`src/rtl/msi_pkg.sv`:
```
package msi_pkg;

  typedef enum logic [1:0] {
    ST_I = 2'd0,
    ST_S = 2'd1,
    ST_E = 2'd2
  } line_st_t;

  typedef enum logic [1:0] {
    CMD_NONE   = 2'b00,
    CMD_RDMISS = 2'b01,
    CMD_WRMISS = 2'b10,
    CMD_INV    = 2'b11
  } bus_cmd_t;

  typedef enum logic [1:0] {
    ACT_LOCAL,
    ACT_UPGRADE,
    ACT_RDMISS,
    ACT_WRMISS
  } cpu_act_t;

  typedef enum logic [2:0] {
    FSM_IDLE,
    FSM_WAIT,
    FSM_WBACK,
    FSM_ISSUE,
    FSM_RESP
  } fsm_t;

  // Decide what a processor access needs given the indexed line.
  function automatic cpu_act_t classify(logic we, line_st_t st, logic tag_eq);
    if (tag_eq && st != ST_I) begin
      if (!we || st == ST_E) return ACT_LOCAL;
      return ACT_UPGRADE;
    end
    return we ? ACT_WRMISS : ACT_RDMISS;
  endfunction

  function automatic bus_cmd_t act_cmd(cpu_act_t a);
    case (a)
      ACT_UPGRADE: return CMD_INV;
      ACT_RDMISS:  return CMD_RDMISS;
      ACT_WRMISS:  return CMD_WRMISS;
      default:     return CMD_NONE;
    endcase
  endfunction

  // Next state of a line hit by a snooped command.
  function automatic line_st_t snoop_next(line_st_t st, bus_cmd_t c);
    if (c == CMD_RDMISS) return (st == ST_E) ? ST_S : st;
    if (c != CMD_NONE)   return ST_I;
    return st;
  endfunction

endpackage

```
`src/rtl/msi_line_store.sv`:
```
module msi_line_store
  import msi_pkg::*;
#(
  parameter int LINES  = 4,
  parameter int TAG_W  = 6,
  parameter int DATA_W = 8,
  localparam int IDX_W = $clog2(LINES)
) (
  input  logic              clk,
  input  logic              rst_n,
  input  logic [IDX_W-1:0]  cpu_idx,
  output line_st_t          cpu_st,
  output logic [TAG_W-1:0]  cpu_tag,
  output logic [DATA_W-1:0] cpu_data,
  input  logic              cpu_we,
  input  line_st_t          cpu_new_st,
  input  logic [TAG_W-1:0]  cpu_new_tag,
  input  logic [DATA_W-1:0] cpu_new_data,
  input  logic [IDX_W-1:0]  snp_idx,
  output line_st_t          snp_st,
  output logic [TAG_W-1:0]  snp_tag,
  output logic [DATA_W-1:0] snp_data,
  input  logic              snp_we,
  input  line_st_t          snp_new_st
);

  line_st_t          st_q   [LINES];
  logic [TAG_W-1:0]  tag_q  [LINES];
  logic [DATA_W-1:0] data_q [LINES];

  always_ff @(posedge clk or negedge rst_n) begin
    if (!rst_n) begin
      for (int i = 0; i < LINES; i++) begin
        st_q[i]   <= ST_I;
        tag_q[i]  <= '0;
        data_q[i] <= '0;
      end
    end else begin
      for (int i = 0; i < LINES; i++) begin
        if (snp_we && snp_idx == IDX_W'(i)) begin
          st_q[i] <= snp_new_st;
        end else if (cpu_we && cpu_idx == IDX_W'(i)) begin
          st_q[i]   <= cpu_new_st;
          tag_q[i]  <= cpu_new_tag;
          data_q[i] <= cpu_new_data;
        end
      end
    end
  end

  assign cpu_st   = st_q[cpu_idx];
  assign cpu_tag  = tag_q[cpu_idx];
  assign cpu_data = data_q[cpu_idx];
  assign snp_st   = st_q[snp_idx];
  assign snp_tag  = tag_q[snp_idx];
  assign snp_data = data_q[snp_idx];

endmodule

```
`src/rtl/msi_snoop_unit.sv`:
```
module msi_snoop_unit
  import msi_pkg::*;
(
  input  bus_cmd_t snp_cmd,
  input  logic     enable,
  input  line_st_t st,
  input  logic     tag_eq,
  output logic     hit,
  output logic     flush,
  output logic     we,
  output line_st_t new_st
);

  always_comb begin
    hit    = enable && (snp_cmd != CMD_NONE) && (st != ST_I) && tag_eq;
    flush  = hit && (st == ST_E);
    new_st = snoop_next(st, snp_cmd);
    we     = hit && (new_st != st);
  end

endmodule

```
`src/rtl/msi_cpu_ctrl.sv`:
```
module msi_cpu_ctrl
  import msi_pkg::*;
#(
  parameter int DATA_W = 8
) (
  input  logic              clk,
  input  logic              rst_n,
  input  logic              cpu_req,
  input  logic              cpu_we,
  input  logic [DATA_W-1:0] cpu_wdata,
  input  line_st_t          line_st,
  input  logic              tag_eq,
  input  logic [DATA_W-1:0] line_data,
  input  logic [DATA_W-1:0] mem_rdata,
  input  logic              bus_gnt,
  input  logic              snp_same_idx,
  input  logic              snp_restart,
  output logic              own_bus,
  output logic              bus_req,
  output bus_cmd_t          cmd_o,
  output logic              victim_wb,
  output logic              line_we,
  output line_st_t          line_new_st,
  output logic [DATA_W-1:0] line_new_data,
  output logic              ready,
  output logic              hit,
  output logic [DATA_W-1:0] rdata
);

  fsm_t              state_q;
  cpu_act_t          act_q;
  logic              dirty_q;
  logic              hit_q;
  logic [DATA_W-1:0] rdata_q;
  cpu_act_t          act_now;
  logic              accept;
  logic              fill_rd;

  assign act_now = classify(cpu_we, line_st, tag_eq);
  assign accept  = (state_q == FSM_IDLE) && cpu_req && !snp_same_idx;
  assign fill_rd = (state_q == FSM_ISSUE) && (act_q == ACT_RDMISS);

  always_ff @(posedge clk or negedge rst_n) begin
    if (!rst_n) begin
      state_q <= FSM_IDLE;
      act_q   <= ACT_LOCAL;
      dirty_q <= 1'b0;
      hit_q   <= 1'b0;
      rdata_q <= '0;
    end else begin
      case (state_q)
        FSM_IDLE: if (accept) begin
          if (act_now == ACT_LOCAL) begin
            state_q <= FSM_RESP;
            hit_q   <= 1'b1;
            rdata_q <= cpu_we ? cpu_wdata : line_data;
          end else begin
            state_q <= FSM_WAIT;
            act_q   <= act_now;
            dirty_q <= (line_st == ST_E) && (act_now != ACT_UPGRADE);
          end
        end
        FSM_WAIT: begin
          if (snp_restart)  state_q <= FSM_IDLE;
          else if (bus_gnt) state_q <= dirty_q ? FSM_WBACK : FSM_ISSUE;
        end
        FSM_WBACK: state_q <= FSM_ISSUE;
        FSM_ISSUE: begin
          state_q <= FSM_RESP;
          hit_q   <= 1'b0;
          rdata_q <= fill_rd ? mem_rdata : cpu_wdata;
        end
        default: state_q <= FSM_IDLE;
      endcase
    end
  end

  always_comb begin
    own_bus       = (state_q == FSM_WBACK) || (state_q == FSM_ISSUE);
    bus_req       = own_bus || (state_q == FSM_WAIT);
    cmd_o         = (state_q == FSM_ISSUE) ? act_cmd(act_q) : CMD_NONE;
    victim_wb     = (state_q == FSM_WBACK);
    line_we       = (accept && act_now == ACT_LOCAL && cpu_we) || (state_q == FSM_ISSUE);
    line_new_st   = fill_rd ? ST_S : ST_E;
    line_new_data = fill_rd ? mem_rdata : cpu_wdata;
    ready         = (state_q == FSM_RESP);
    hit           = hit_q;
    rdata         = rdata_q;
  end

endmodule

```
`src/rtl/msi_snoop_ctrl.sv`:
```
module msi_snoop_ctrl
  import msi_pkg::*;
#(
  parameter int ADDR_W = 8,
  parameter int DATA_W = 8,
  parameter int LINES  = 4
) (
  input  logic              clk,
  input  logic              rst_n,
  input  logic              cpu_req,
  input  logic              cpu_we,
  input  logic [ADDR_W-1:0] cpu_addr,
  input  logic [DATA_W-1:0] cpu_wdata,
  output logic              cpu_ready,
  output logic              cpu_hit,
  output logic [DATA_W-1:0] cpu_rdata,
  output logic              bus_req,
  input  logic              bus_gnt,
  output logic [1:0]        bus_cmd,
  output logic [ADDR_W-1:0] bus_addr,
  input  logic [DATA_W-1:0] mem_rdata,
  output logic              wb_valid,
  output logic [ADDR_W-1:0] wb_addr,
  output logic [DATA_W-1:0] wb_data,
  output logic              mem_abort,
  input  logic [1:0]        snp_cmd,
  input  logic [ADDR_W-1:0] snp_addr
);

  localparam int IDX_W = $clog2(LINES);
  localparam int TAG_W = ADDR_W - IDX_W;

  logic [IDX_W-1:0]  cpu_idx, snp_idx;
  logic [TAG_W-1:0]  cpu_tag, snp_tag_in;
  line_st_t          c_st, s_st, c_new_st, s_new_st;
  logic [TAG_W-1:0]  c_tag, s_tag;
  logic [DATA_W-1:0] c_data, s_data, c_new_data;
  logic              c_we, s_we;
  bus_cmd_t          snp_cmd_e, own_cmd;
  logic              own_bus, victim_wb;

  // Named internal events, observed by the checker.
  logic snp_hit, snp_flush, same_idx_evt, restart_evt;

  assign cpu_idx    = cpu_addr[IDX_W-1:0];
  assign cpu_tag    = cpu_addr[ADDR_W-1:IDX_W];
  assign snp_idx    = snp_addr[IDX_W-1:0];
  assign snp_tag_in = snp_addr[ADDR_W-1:IDX_W];
  assign snp_cmd_e  = bus_cmd_t'(snp_cmd);

  msi_line_store #(.LINES(LINES), .TAG_W(TAG_W), .DATA_W(DATA_W)) store_i (
    .clk(clk), .rst_n(rst_n),
    .cpu_idx(cpu_idx), .cpu_st(c_st), .cpu_tag(c_tag), .cpu_data(c_data),
    .cpu_we(c_we), .cpu_new_st(c_new_st), .cpu_new_tag(cpu_tag), .cpu_new_data(c_new_data),
    .snp_idx(snp_idx), .snp_st(s_st), .snp_tag(s_tag), .snp_data(s_data),
    .snp_we(s_we), .snp_new_st(s_new_st)
  );

  msi_snoop_unit snoop_i (
    .snp_cmd(snp_cmd_e), .enable(!own_bus), .st(s_st), .tag_eq(s_tag == snp_tag_in),
    .hit(snp_hit), .flush(snp_flush), .we(s_we), .new_st(s_new_st)
  );

  assign same_idx_evt = (snp_cmd_e != CMD_NONE) && (snp_idx == cpu_idx);
  assign restart_evt  = snp_hit && (snp_idx == cpu_idx);

  msi_cpu_ctrl #(.DATA_W(DATA_W)) ctrl_i (
    .clk(clk), .rst_n(rst_n),
    .cpu_req(cpu_req), .cpu_we(cpu_we), .cpu_wdata(cpu_wdata),
    .line_st(c_st), .tag_eq(c_tag == cpu_tag), .line_data(c_data),
    .mem_rdata(mem_rdata), .bus_gnt(bus_gnt),
    .snp_same_idx(same_idx_evt), .snp_restart(restart_evt),
    .own_bus(own_bus), .bus_req(bus_req), .cmd_o(own_cmd), .victim_wb(victim_wb),
    .line_we(c_we), .line_new_st(c_new_st), .line_new_data(c_new_data),
    .ready(cpu_ready), .hit(cpu_hit), .rdata(cpu_rdata)
  );

  assign bus_cmd   = own_cmd;
  assign bus_addr  = (own_cmd != CMD_NONE) ? cpu_addr : '0;
  assign mem_abort = snp_flush;
  assign wb_valid  = snp_flush || victim_wb;
  assign wb_addr   = snp_flush ? {s_tag, snp_idx} : (victim_wb ? {c_tag, cpu_idx} : '0);
  assign wb_data   = snp_flush ? s_data : (victim_wb ? c_data : '0);

endmodule

```
`config.mk`:
```
export PLATFORM = sky130hd
export DESIGN_NAME = msi_snoop_ctrl
export DESIGN_NICKNAME = d
export VERILOG_FILES = /design/src/rtl/msi_pkg.sv /design/src/rtl/msi_line_store.sv /design/src/rtl/msi_snoop_unit.sv /design/src/rtl/msi_cpu_ctrl.sv /design/src/rtl/msi_snoop_ctrl.sv
export SDC_FILE = /design/constraint.sdc
export NUM_CORES = 1
export LEC_CHECK = 0
export CORE_UTILIZATION = 50
export CTS_CLUSTER_DIAMETER = 150
export CTS_CLUSTER_SIZE = 28
export DETAILED_ROUTE_END_ITERATION = 8
export GPL_ROUTABILITY_DRIVEN = 0
export PLACE_DENSITY = 0.75
export RECOVER_POWER = 50
export SYNTH_ARGS = -nofsm -noshare
export SYNTH_HDL_FRONTEND = slang
export SYNTH_HIERARCHICAL = 1
export SYNTH_SLANG_ARGS = --single-unit
```
`constraint.sdc`:
```
create_clock -name clk -period 3.95 [get_ports clk]
set_input_delay 0.5925 -clock clk [delete_from_list [all_inputs] [get_ports clk]]
set_output_delay 0.5925 -clock clk [all_outputs]
set_load 0.03 [all_outputs]
```
==> run_results.csv <==
group,metric,value,unit
status,status,"finished, violations left",
status,failed_checks,"max-capacitance violations, max-slew violations",
die,ios,78,
clocking,clkSlewWorstSetupHoldPaths,0.08,ns
route,via_per_inst,5.91,
sta,relSlewSlack,-31.4,%
grt,antenna_found_initial,0,
die,dieArea,0.0106,mm²
yosys,synth_flop_cell,"dfrtp_1",
yosys,ys_async_sr_fraction,100,%
clocking,postCtsHoldBufs,0,
die,core_area,0.00982,mm²
worst_hold_path,hold_path_class,"flip-flop to flip-flop",
setup_path,worstPathArrival,3.11,ns
grt,grt_max_degree,80,
setup_path,worstReg2RegEnd,"ctrl_i/rdata[0]$_DFFE_PN0P_",
sta,tightest_slew,1.97,ns
yosys,ys_ff_latch,79,
pwr,cellPowerDensity,654,mW/mm²
grt,grt_pass1_wl,19.9,mm
yosys,syn-num-nets,437,
setup_path,worstReg2RegStart,"store_i/tag_q[2]$_DFFE_PN0P_",
pwr,p_int,2.61,mW
sta,drv_slew,80,
route,drt_pass1_iterations,5,
layout,layout.nets,540,
pwr,comb_power_share,50.3,%
setup_path,critPathRequiredTime,3.36,ns
route,drcViolationCount,0,
grt,grt_usage,25.7,%
pwr,p_sw,1.53,mW
sta,finalHoldViolations,0,
place,hpwlAfterDp,9.08,mm
sta,fin_crit_sh,93.6,%
die,initial_utilization,51.8,%
yosys,syn_inst,394,
run,drv_cap,1,
sta,holdWs,0.488,ns
route,routed_wl,12.6,mm
sta,period_needed,3.70,ns
pwr,pwr-share-clk,13.3,%
layout,syn_to_final_growth,24.5,%
clocking,worstSkewPairLatency,0.36,ns
sta,finalClockSkew,0.00719,ns
clocking,cts_tree,"yes",
sta,setup_viol,0,
setup_path,crit_start,"snp_addr[0]",
route,ant_nets,0,
worst_hold_path,whs_endpoint,"ctrl_i/hit$_DFFE_PN0P_",
clocking,clk_path_buf_depth,2,
setup_path,reg2reg_depth,8,
pwr,max-vdd-ir-drop,0.321,mV
layout,mostFrequentLayoutCells,"dfrtp_1 (79), clkdlybuf4s50_1 (42), mux2_4 (40), buf_4 (36), nand2_1 (33)",
layout,drive_gt1_share,34.9,%
worst_hold_path,hold_depth,1,
setup_path,cp-end-kind,"output pin",
yosys,synth_edf_count,0,
yosys,syn-cell-area,0.00509,mm²
clocking,cts_inserted_buffers,9,
setup_path,regToRegSetupSlack,0.99,ns
layout,final_common_cell,"dfrtp_1",
route,routedWlPerCell,19.9,µm
yosys,ys_types,51,
pwr,p_seq_share,36.4,%
die,dieHeight,103,µm
clocking,htree_levels,3,
worst_hold_path,hp-start,"ctrl_i/hit$_DFFE_PN0P_",
pwr,p_sw_share,36.9,%
yosys,yosysWarnings,6,
setup_path,critical_path.max_fanout,8,
layout,final_util,64.5,%
clocking,root_buffer,"clkbuf_8",
grt,overflow,0,
clocking,clock-sinks,79,
route,vias,3734,
place,portBuffers,77,
grt,grt_pass1_vias,3666,
pwr,p_leak,2.83,nW
sta,fmax,270,MHz
setup_path,start_kind,"primary input",
die,rows,36,
sta,rsz0062_at_grt,"false",
setup_path,critical_path_class,"primary input to output pin",
yosys,yosysSeqAreaShare,38.9,%
route,initialDrtViolationCount,125,
layout,n_antenna_cell,0,
die,die_x,103,µm
yosys,synth_area_per_cell,12.9,µm²
Yosys cell counts (10+ instances only):
master	count	area [µm²]
mux4_2	27	608
nor2b_1	15	93.8
mux2i_1	17	170
mux2_2	16	180
inv_1	12	45.0
nor2_1	18	67.6
buf_6	12	135
dfrtp_1	79	1980
nand2_1	33	124
a21oi_1	10	50.1
mux2_4	40	601
a22o_1	15	131
power groups by stage:
| stage | Combinational (mW) | Sequential (mW) | Clock, mW |
|---|---|---|---|
| floorplan | 1.43 | 1.50 | 0 |
| global placement | 2.00 | 1.48 | 0 |
| detailed placement | 2.04 | 1.51 | 0 |
| CTS | 2.11 | 1.50 | 0.561 |
| global route | 2.23 | 1.56 | 0.596 |
| finish | 2.08 | 1.51 | 0.552 |
routing by layer:
| metal | global-route usage (%) | share of wire [%] | vias to the layer above |
|---|---|---|---|
| met5 | 0 | 0 | - |
| met4 | 10.2 | 1.8 | 0 |
| met3 | 6.24 | 7.1 | 19 |
| met2 | 39.5 | 47 | 151 |
| met1 | 35.4 | 44 | 1892 |
| li1 | - | - | 1672 |
how the worst max path moves through the flow:
stage	slack, ns	endpoint	cells after the start
floorplan	0.008	wb_data[5]	12
global placement	-0.44	wb_data[7]	13
detailed placement	-0.42	wb_data[7]	13
CTS	0.05	wb_addr[6]	13
global route	0.08	wb_addr[6]	14
finish	0.25	wb_addr[6]	14
registers in the layout, summed over array words and instances (netlist names):
signal	cells
ctrl_i/rdata	8
store_i/data_q	32
store_i/tag_q	24
ctrl_i/state_q	3
store_i/st_q	8
ctrl_i/hit	1
ctrl_i/act_q	2
ctrl_i/dirty_q	1
worst max-delay path: stages:
cell and delay, ns:
dlygate4sd2_1 0.21, buf_6 0.14, mux4_2 0.55, xnor2_2 0.17, nand4_1 0.09, nor3_1 0.17
buf_4 0.15, o211ai_4 0.08, nor3b_4 0.21, buf_6 0.15, nor2b_4 0.07, buf_6 0.14
a22o_4 0.23, buf_6 0.14
cell families (layout without fill, tap and decap cells):
family / count (synthesis) / in the layout / share of synthesized area, %
mux: 105 / 105 / 33.2
simple gates: 97 / 97 / 10.6
flops: 79 / 79 / 38.9
compound gates: 58 / 58 / 8.44
buf+inv: 37 / 142 / 5.44
xor+xnor: 14 / 14 / 2.41
fa+ha+maj: 4 / 4 / 0.984
final cells by class:
cell class              count  area, µm²
clock buffers              12        165
clock inverters             1       5.00
fillers                   783       3480
inverters                  13       51.3
multi-input cells         278       2880
flip-flops and latches     79       1980
well taps                 133        166
repair buffers            116       1090
what timing repair did:
item	4_1_cts	5_1_grt
buffers inserted	3	0
setup endpoints to repair	17	15
gates resized for setup	37	1
pin swaps	8	0
per-stage QoR:
step	instances	total power [mW]	TNS (ns)	setup slack (ns)	area, µm²
detailed placement	616	3.56	-5.35	-0.419	6090
CTS	632	4.17	0	0.0456	6350
global placement	616	3.49	-4.24	-0.443	6090
global route	632	4.38	0	0.0838	6340
floorplan	394	2.93	0	0.00795	5100
finish	632	4.14	0	0.251	6340
No activity file was read; power rests on OpenSTA's default activity.
